## config.mk

```make
export PLATFORM = sky130hd
export DESIGN_NAME = intr_entry_ctrl
export DESIGN_NICKNAME = d
export VERILOG_FILES = /design/src/rtl/intr_entry_pkg.sv /design/src/rtl/intr_entry_ctl.sv /design/src/rtl/intr_entry_dp.sv /design/src/rtl/intr_entry_ctrl.sv
export SDC_FILE = /design/constraint.sdc
export NUM_CORES = 1
export LEC_CHECK = 0
export BUFFER_PORTS_ARGS = -buffer_cell sky130_fd_sc_hd__buf_4
export CELL_PAD_IN_SITES_DETAIL_PLACEMENT = 0
export CELL_PAD_IN_SITES_GLOBAL_PLACEMENT = 1
export CORE_ASPECT_RATIO = 0.7
export CORE_UTILIZATION = 24
export DETAILED_ROUTE_END_ITERATION = 16
export PLACE_DENSITY = 0.88
export SLEW_MARGIN = 5
export SYNTH_ARGS = -nofsm -noshare
export SYNTH_HDL_FRONTEND = slang
export SYNTH_HIERARCHICAL = 1
export SYNTH_SLANG_ARGS = --single-unit
```

## constraint.sdc

```tcl
create_clock -name clk -period 1.97 [get_ports clk]
set_input_delay 0.0985 -clock clk [delete_from_list [all_inputs] [get_ports clk]]
set_output_delay 0.0985 -clock clk [all_outputs]
set_load 0.1 [all_outputs]
```

## src/rtl/intr_entry_pkg.sv

```systemverilog
package intr_entry_pkg;
  // Strobes from the control path into the mask datapath
  typedef struct packed {
    logic enterIrq;
    logic enterFiq;
    logic swWrite;
  } ctlStrobeT;
endpackage

```

## src/rtl/intr_entry_ctl.sv

```systemverilog
module intr_entry_ctl
  import intr_entry_pkg::*;
(
  input  logic       clk,
  input  logic       rstN,
  input  logic       irqLineN,
  input  logic       fiqLineN,
  input  logic       swWrEn,
  input  logic       maskI,
  input  logic       maskF,
  input  logic       fiqActive,
  output ctlStrobeT  strobe,
  output logic       takeIrq,
  output logic       takeFiq
);
  logic irqReq, fiqReq;
  logic wantIrq, wantFiq;

  // Level sample of the active-low lines; nothing is held once a line releases
  always_ff @(posedge clk or negedge rstN) begin
    if (!rstN) begin
      irqReq <= 1'b0;
      fiqReq <= 1'b0;
    end else begin
      irqReq <= ~irqLineN;
      fiqReq <= ~fiqLineN;
    end
  end

  // Fast request wins; nothing is taken inside a fast handler
  always_comb begin
    wantFiq = fiqReq & ~maskF & ~fiqActive;
    wantIrq = irqReq & ~maskI & ~fiqActive & ~wantFiq;
    strobe.enterFiq = wantFiq;
    strobe.enterIrq = wantIrq;
    strobe.swWrite  = swWrEn & ~wantFiq & ~wantIrq;
  end

  always_ff @(posedge clk or negedge rstN) begin
    if (!rstN) begin
      takeIrq <= 1'b0;
      takeFiq <= 1'b0;
    end else begin
      takeIrq <= wantIrq;
      takeFiq <= wantFiq;
    end
  end
endmodule

```

## src/rtl/intr_entry_dp.sv

```systemverilog
module intr_entry_dp
  import intr_entry_pkg::*;
#(
  parameter int AW       = 32,
  parameter int CW       = 32,
  parameter int LIL_BIT  = 21,
  parameter int NMFI_BIT = 27,
  parameter int RET_OFS  = 4
) (
  input  logic          clk,
  input  logic          rstN,
  input  ctlStrobeT     strobe,
  input  logic          swWrI,
  input  logic          swWrF,
  input  logic          nmfiStrap,
  input  logic          fiqRet,
  input  logic [AW-1:0] lrFiq,
  output logic          maskI,
  output logic          maskF,
  output logic          fiqActive,
  output logic [AW-1:0] retAddr,
  output logic [CW-1:0] ctrlReg
);
  localparam logic [AW-1:0] RetOfs = AW'(RET_OFS);

  logic nextF;

  // Software view of the fast mask: with the strap set, ones cannot be written
  always_comb begin
    if (nmfiStrap) nextF = maskF & swWrF;
    else           nextF = swWrF;
  end

  always_ff @(posedge clk or negedge rstN) begin
    if (!rstN) begin
      maskI     <= 1'b1;
      maskF     <= 1'b1;
      fiqActive <= 1'b0;
    end else begin
      if (strobe.enterFiq) begin
        maskI     <= 1'b1;
        maskF     <= 1'b1;
        fiqActive <= 1'b1;
      end else begin
        if (strobe.enterIrq) begin
          maskI <= 1'b1;
        end else if (strobe.swWrite) begin
          maskI <= swWrI;
          maskF <= nextF;
        end
        if (fiqRet) fiqActive <= 1'b0;
      end
    end
  end

  assign retAddr = lrFiq - RetOfs;

  always_comb begin
    ctrlReg           = '0;
    ctrlReg[LIL_BIT]  = 1'b1;
    ctrlReg[NMFI_BIT] = nmfiStrap;
  end
endmodule

```

## src/rtl/intr_entry_ctrl.sv

```systemverilog
module intr_entry_ctrl
  import intr_entry_pkg::*;
#(
  parameter int AW = 32
) (
  input  logic          clk,
  input  logic          rstN,
  input  logic          irqLineN,
  input  logic          fiqLineN,
  input  logic          nmfiStrap,
  input  logic          swWrEn,
  input  logic          swWrI,
  input  logic          swWrF,
  input  logic          fiqRet,
  input  logic [AW-1:0] lrFiq,
  output logic          takeIrq,
  output logic          takeFiq,
  output logic          maskI,
  output logic          maskF,
  output logic          fiqActive,
  output logic [AW-1:0] retAddr,
  output logic [31:0]   ctrlReg
);
  ctlStrobeT strobe;

  intr_entry_ctl ctl_i (
    .clk      (clk),
    .rstN     (rstN),
    .irqLineN (irqLineN),
    .fiqLineN (fiqLineN),
    .swWrEn   (swWrEn),
    .maskI    (maskI),
    .maskF    (maskF),
    .fiqActive(fiqActive),
    .strobe   (strobe),
    .takeIrq  (takeIrq),
    .takeFiq  (takeFiq)
  );

  intr_entry_dp #(.AW(AW), .CW(32)) dp_i (
    .clk      (clk),
    .rstN     (rstN),
    .strobe   (strobe),
    .swWrI    (swWrI),
    .swWrF    (swWrF),
    .nmfiStrap(nmfiStrap),
    .fiqRet   (fiqRet),
    .lrFiq    (lrFiq),
    .maskI    (maskI),
    .maskF    (maskF),
    .fiqActive(fiqActive),
    .retAddr  (retAddr),
    .ctrlReg  (ctrlReg)
  );
endmodule

```

==> impl_metrics.prom <==
# TYPE chip_impl_metric gauge
chip_impl_metric{name="crit_fanout",unit=""} 6
chip_impl_info{name="rsz_0062_raised_after_global_routing",value="true"} 1
chip_impl_metric{name="setup-tns-final",unit="ns"} -0.654
chip_impl_metric{name="yosysTopAreaCellShare",unit="%"} 23.0
chip_impl_info{name="path_common_cell",value="sky130_fd_sc_hd__buf_6"} 1
chip_impl_metric{name="ys_warn_count",unit=""} 6
chip_impl_metric{name="numPlacedInstances",unit=""} 295
chip_impl_info{name="critPathKind",value="in -> out"} 1
chip_impl_metric{name="post_synth_num_cell_types",unit=""} 35
chip_impl_metric{name="routed-via-count",unit=""} 1340
chip_impl_metric{name="num_io_pins",unit=""} 110
chip_impl_metric{name="dpl_cell_area",unit="um^2"} 2220
chip_impl_metric{name="tritoncts.num_buffers",unit=""} 3
chip_impl_metric{name="synth-async-reset-ratio",unit="%"} 100
chip_impl_metric{name="synthAdderAreaFrac",unit="%"} 1.06
chip_impl_metric{name="arrival",unit="ns"} 2.02
chip_impl_metric{name="power.leakage",unit="nW"} 1.16
chip_impl_metric{name="yosys_register_bits",unit=""} 7
chip_impl_info{name="critPathSlowestCell",value="sky130_fd_sc_hd__or4_4"} 1
chip_impl_metric{name="h-tree-depth",unit=""} 1
chip_impl_metric{name="synthSimpleGateAreaFrac",unit="%"} 34.8
chip_impl_metric{name="timing.critical_path.slowest_cell_delay",unit="ns"} 0.53
chip_impl_info{name="critPathLaunchType",value="primary input"} 1
chip_impl_metric{name="max-cap-violations",unit=""} 0
chip_impl_metric{name="slew_viol_final",unit=""} 0
chip_impl_info{name="violations",value="setup timing"} 1
chip_impl_metric{name="start_util",unit="%"} 26.1
chip_impl_metric{name="insertion_delay",unit="ns"} 0.22
chip_impl_metric{name="place_congestion",unit=""} 0.770
chip_impl_metric{name="layout.filler_cells",unit=""} 395
chip_impl_info{name="critPathCaptureType",value="output port"} 1
chip_impl_metric{name="post-route-worst-setup-slack",unit="ns"} -0.153
chip_impl_metric{name="p_per_area",unit="nW/um^2"} 689
chip_impl_metric{name="post_layout_nonfiller_instances",unit=""} 303
chip_impl_metric{name="wl_per_cell",unit="um"} 11.9
chip_impl_metric{name="drtPass1Iterations",unit=""} 4
chip_impl_info{name="synthDominantAreaCellType",value="sky130_fd_sc_hd__buf_4"} 1
chip_impl_metric{name="finalClockSkew",unit="ns"} 0.00128
chip_impl_metric{name="synth.mux.area_fraction",unit="%"} 0.852
chip_impl_metric{name="clock-sinks",unit=""} 7
chip_impl_metric{name="post_synth.cell_area_avg",unit="um^2"} 7.68
chip_impl_metric{name="post_route_cells_drive_above_1_share",unit="%"} 58.1
chip_impl_info{name="synth_ff_type",value="sky130_fd_sc_hd__dfrtp_1"} 1
chip_impl_metric{name="insertedDiodeCount",unit=""} 0
chip_impl_metric{name="synth_enable_flop_cells",unit=""} 0
chip_impl_metric{name="syn_inst",unit=""} 153
chip_impl_metric{name="fp-row-count",unit=""} 20
chip_impl_info{name="timing.hold.worst.start",value="irqLineN"} 1
chip_impl_metric{name="globalRouteOverflowTotal",unit=""} 0
chip_impl_info{name="synth_top_cells_by_count",value="sky130_fd_sc_hd__buf_4, sky130_fd_sc_hd__xnor2_1, sky130_fd_sc_hd__nor2_1"} 1
chip_impl_info{name="ctsRootBufferMaster",value="sky130_fd_sc_hd__clkbuf_8"} 1
chip_impl_metric{name="final_nets",unit=""} 291
chip_impl_metric{name="wl",unit="um"} 3610
chip_impl_info{name="critical_path.top_delay_family",value="simple AND/OR/NAND/NOR gates"} 1
chip_impl_metric{name="finalSetupViolCount",unit=""} 8
chip_impl_metric{name="worstHoldPathCells",unit=""} 2
chip_impl_metric{name="clock.fmax",unit="MHz"} 471
chip_impl_metric{name="detail_route.iter0.violations",unit=""} 35
chip_impl_metric{name="timing.final.crit_period",unit="ns"} 2.12
chip_impl_metric{name="final-hold-violation-count",unit=""} 0
chip_impl_info{name="main_combinational_cell_family_by_area_after_synthesis",value="simple AND/OR/NAND/NOR gates"} 1
chip_impl_metric{name="hpwlAfterDp",unit="um"} 2910
chip_impl_metric{name="drt.antenna.violating_nets",unit=""} 0
chip_impl_metric{name="critical_path_required",unit="ns"} 1.87
chip_impl_metric{name="number_of_global_route_vias_before_repair",unit=""} 1234
chip_impl_info{name="yosys-top-cells-area",value="sky130_fd_sc_hd__buf_4, sky130_fd_sc_hd__xnor2_1, sky130_fd_sc_hd__dfrtp_1"} 1
chip_impl_metric{name="initial_antenna_violation_count",unit=""} 0
chip_impl_info{name="regToRegStartpoint",value="dp_i/maskF$_DFFE_PN1P_"} 1
chip_impl_metric{name="cts_max_path_buffers",unit=""} 2
chip_impl_metric{name="die_w",unit="um"} 85.6
chip_impl_info{name="hold_path_class",value="in -> reg"} 1
chip_impl_info{name="outcome",value="finished, violations left"} 1
chip_impl_metric{name="post_dr_vias_cell",unit=""} 4.42
chip_impl_metric{name="layout-area-overhead-vs-synth",unit="%"} 115
chip_impl_metric{name="fp.dieArea",unit="um^2"} 5180
chip_impl_metric{name="design.core.area",unit="um^2"} 4500
chip_impl_metric{name="grt_use_total",unit="%"} 13.3
chip_impl_metric{name="reg2reg_slack",unit="ns"} 0.60
chip_impl_info{name="worstHoldEndpoint",value="ctl_i/irqReq$_DFF_PN0_"} 1
chip_impl_metric{name="synth_compound_area_share",unit="%"} 3.19
chip_impl_metric{name="first_pass_grt_wire_length",unit="um"} 5580
chip_impl_metric{name="grt_start_max_net_pins",unit=""} 8
chip_impl_info{name="crit_chain",value="buf_6, or4_4, buf_6, nor4_4, buf_4, nand4_1, xnor2_4, buf_12"} 1
chip_impl_metric{name="remaining_drc_errors",unit=""} 0
chip_impl_metric{name="final_cell_area",unit="um^2"} 2530
chip_impl_metric{name="syn_area",unit="um^2"} 1170
chip_impl_info{name="yosys.cell_count.top_type",value="sky130_fd_sc_hd__buf_4"} 1
chip_impl_metric{name="max-vdd-ir-drop",unit="V"} 0.000766
chip_impl_metric{name="die_y",unit="um"} 60.5
chip_impl_info{name="clock_tree_from_tritoncts",value="yes"} 1
chip_impl_info{name="critical_r2r_capture",value="dp_i/maskF$_DFFE_PN1P_"} 1
chip_impl_metric{name="clk_pin_slew_worst_paths",unit="ns"} 0.04
chip_impl_metric{name="xor_and_xnor_fraction_of_the_mapped_netlist_area",unit="%"} 18.6
chip_impl_metric{name="port-buffer-count",unit=""} 74
chip_impl_metric{name="sequential_element_share_of_the_synthesized_area",unit="%"} 15.1
chip_impl_metric{name="worstRegToRegCells",unit=""} 6
chip_impl_metric{name="final_min_period_over_clock_period",unit="%"} 108
chip_impl_metric{name="critical_path.n_buffers_inverters",unit=""} 4
==> through the flow <==
stage	power, mW	worst slack [ns]	hold slack (ns)	utilization (%)
after global placement	1.48	-0.298	-0.0860	49.2
after floorplan	1.30	-0.707	-0.197	-
after CTS	1.75	-0.194	0.00928	55.3
final	1.74	-0.153	0.0124	56.2
after global routing	1.82	-0.210	0.0115	56.2
after detailed placement	1.49	-0.335	-0.0853	49.2
==> sequential cells by signal (all words and copies together), names as in the netlist <==
signal          cells
dp_i/maskF          1
dp_i/maskI          1
ctl_i/takeFiq       1
ctl_i/fiqReq        1
ctl_i/takeIrq       1
dp_i/fiqActive      1
ctl_i/irqReq        1
==> how the worst max path moves through the flow <==
stage,slack [ns],startpoint,endpoint,depth (start not counted)
after floorplan,-0.71,lrFiq[2],retAddr[22],6
after CTS,-0.19,lrFiq[11],retAddr[30],7
after global routing,-0.21,lrFiq[2],retAddr[30],9
after detailed placement,-0.33,lrFiq[3],retAddr[30],8
after global placement,-0.30,lrFiq[12],retAddr[18],6
final,-0.15,lrFiq[11],retAddr[30],8
==> area by class of cell <==
type | count | area [um^2] | share of cell area, %
Multi-Input combinational cell | 131 | 1260 | 50.0
Tap cell | 55 | 68.8 | 2.72
Clock buffer | 4 | 45.0 | 1.78
Inverter | 6 | 26.3 | 1.04
Sequential cell | 7 | 178 | 7.02
Timing Repair Buffer | 100 | 948 | 37.5
==> placed cells by master, fill, tap and decap left out, types with 4 or more instances in the layout <==
master,instances
sky130_fd_sc_hd__buf_12,12
sky130_fd_sc_hd__buf_4,77
sky130_fd_sc_hd__buf_6,8
sky130_fd_sc_hd__conb_1,31
sky130_fd_sc_hd__dfrtp_1,5
sky130_fd_sc_hd__inv_1,4
sky130_fd_sc_hd__nand2_1,6
sky130_fd_sc_hd__nand2b_1,4
sky130_fd_sc_hd__nand3_1,5
sky130_fd_sc_hd__nand4_1,8
sky130_fd_sc_hd__nor2_1,11
sky130_fd_sc_hd__nor3_1,6
sky130_fd_sc_hd__nor4_1,5
sky130_fd_sc_hd__xnor2_4,13
sky130_fd_sc_hd__xor2_4,7
==> layer usage <==
layer  wire length (um)  track usage, %  part of all wire (%)  vias to the layer above
met3                248            1.90                   6.9                        0
met2               1910            24.8                    53                       65
li1                   -               -                     -                      652
met5                  0               0                     0                        -
met1               1450            16.9                    40                      623
met4                  0            2.38                     0                        0
==> where the power goes <==
group          internal, mW  switching [mW]  leakage (nW)
logic                 0.309            1.01          1.05
registers             0.200          0.0304        0.0843
clock network         0.140          0.0582        0.0228
==> what timing repair did <==
action                     in CTS  in global routing
setup buffers                   3                  2
gates resized for setup        50                  7
hold endpoints to repair        7                  0
setup endpoints to repair      17                 20
pin swaps                      13                  7
hold buffers                    1                  0
gates cloned                    0                  0
==> cell families after synthesis <==
family	Yosys count
xor gates and xnor gates	25
and+or+nand+nor	67
DFF	7
muxes	1
adders and majority gates	1
buffers and inverters	44
other	2
AOI/OAI and AO/OA	6
(Power assumes the default switching activity.)
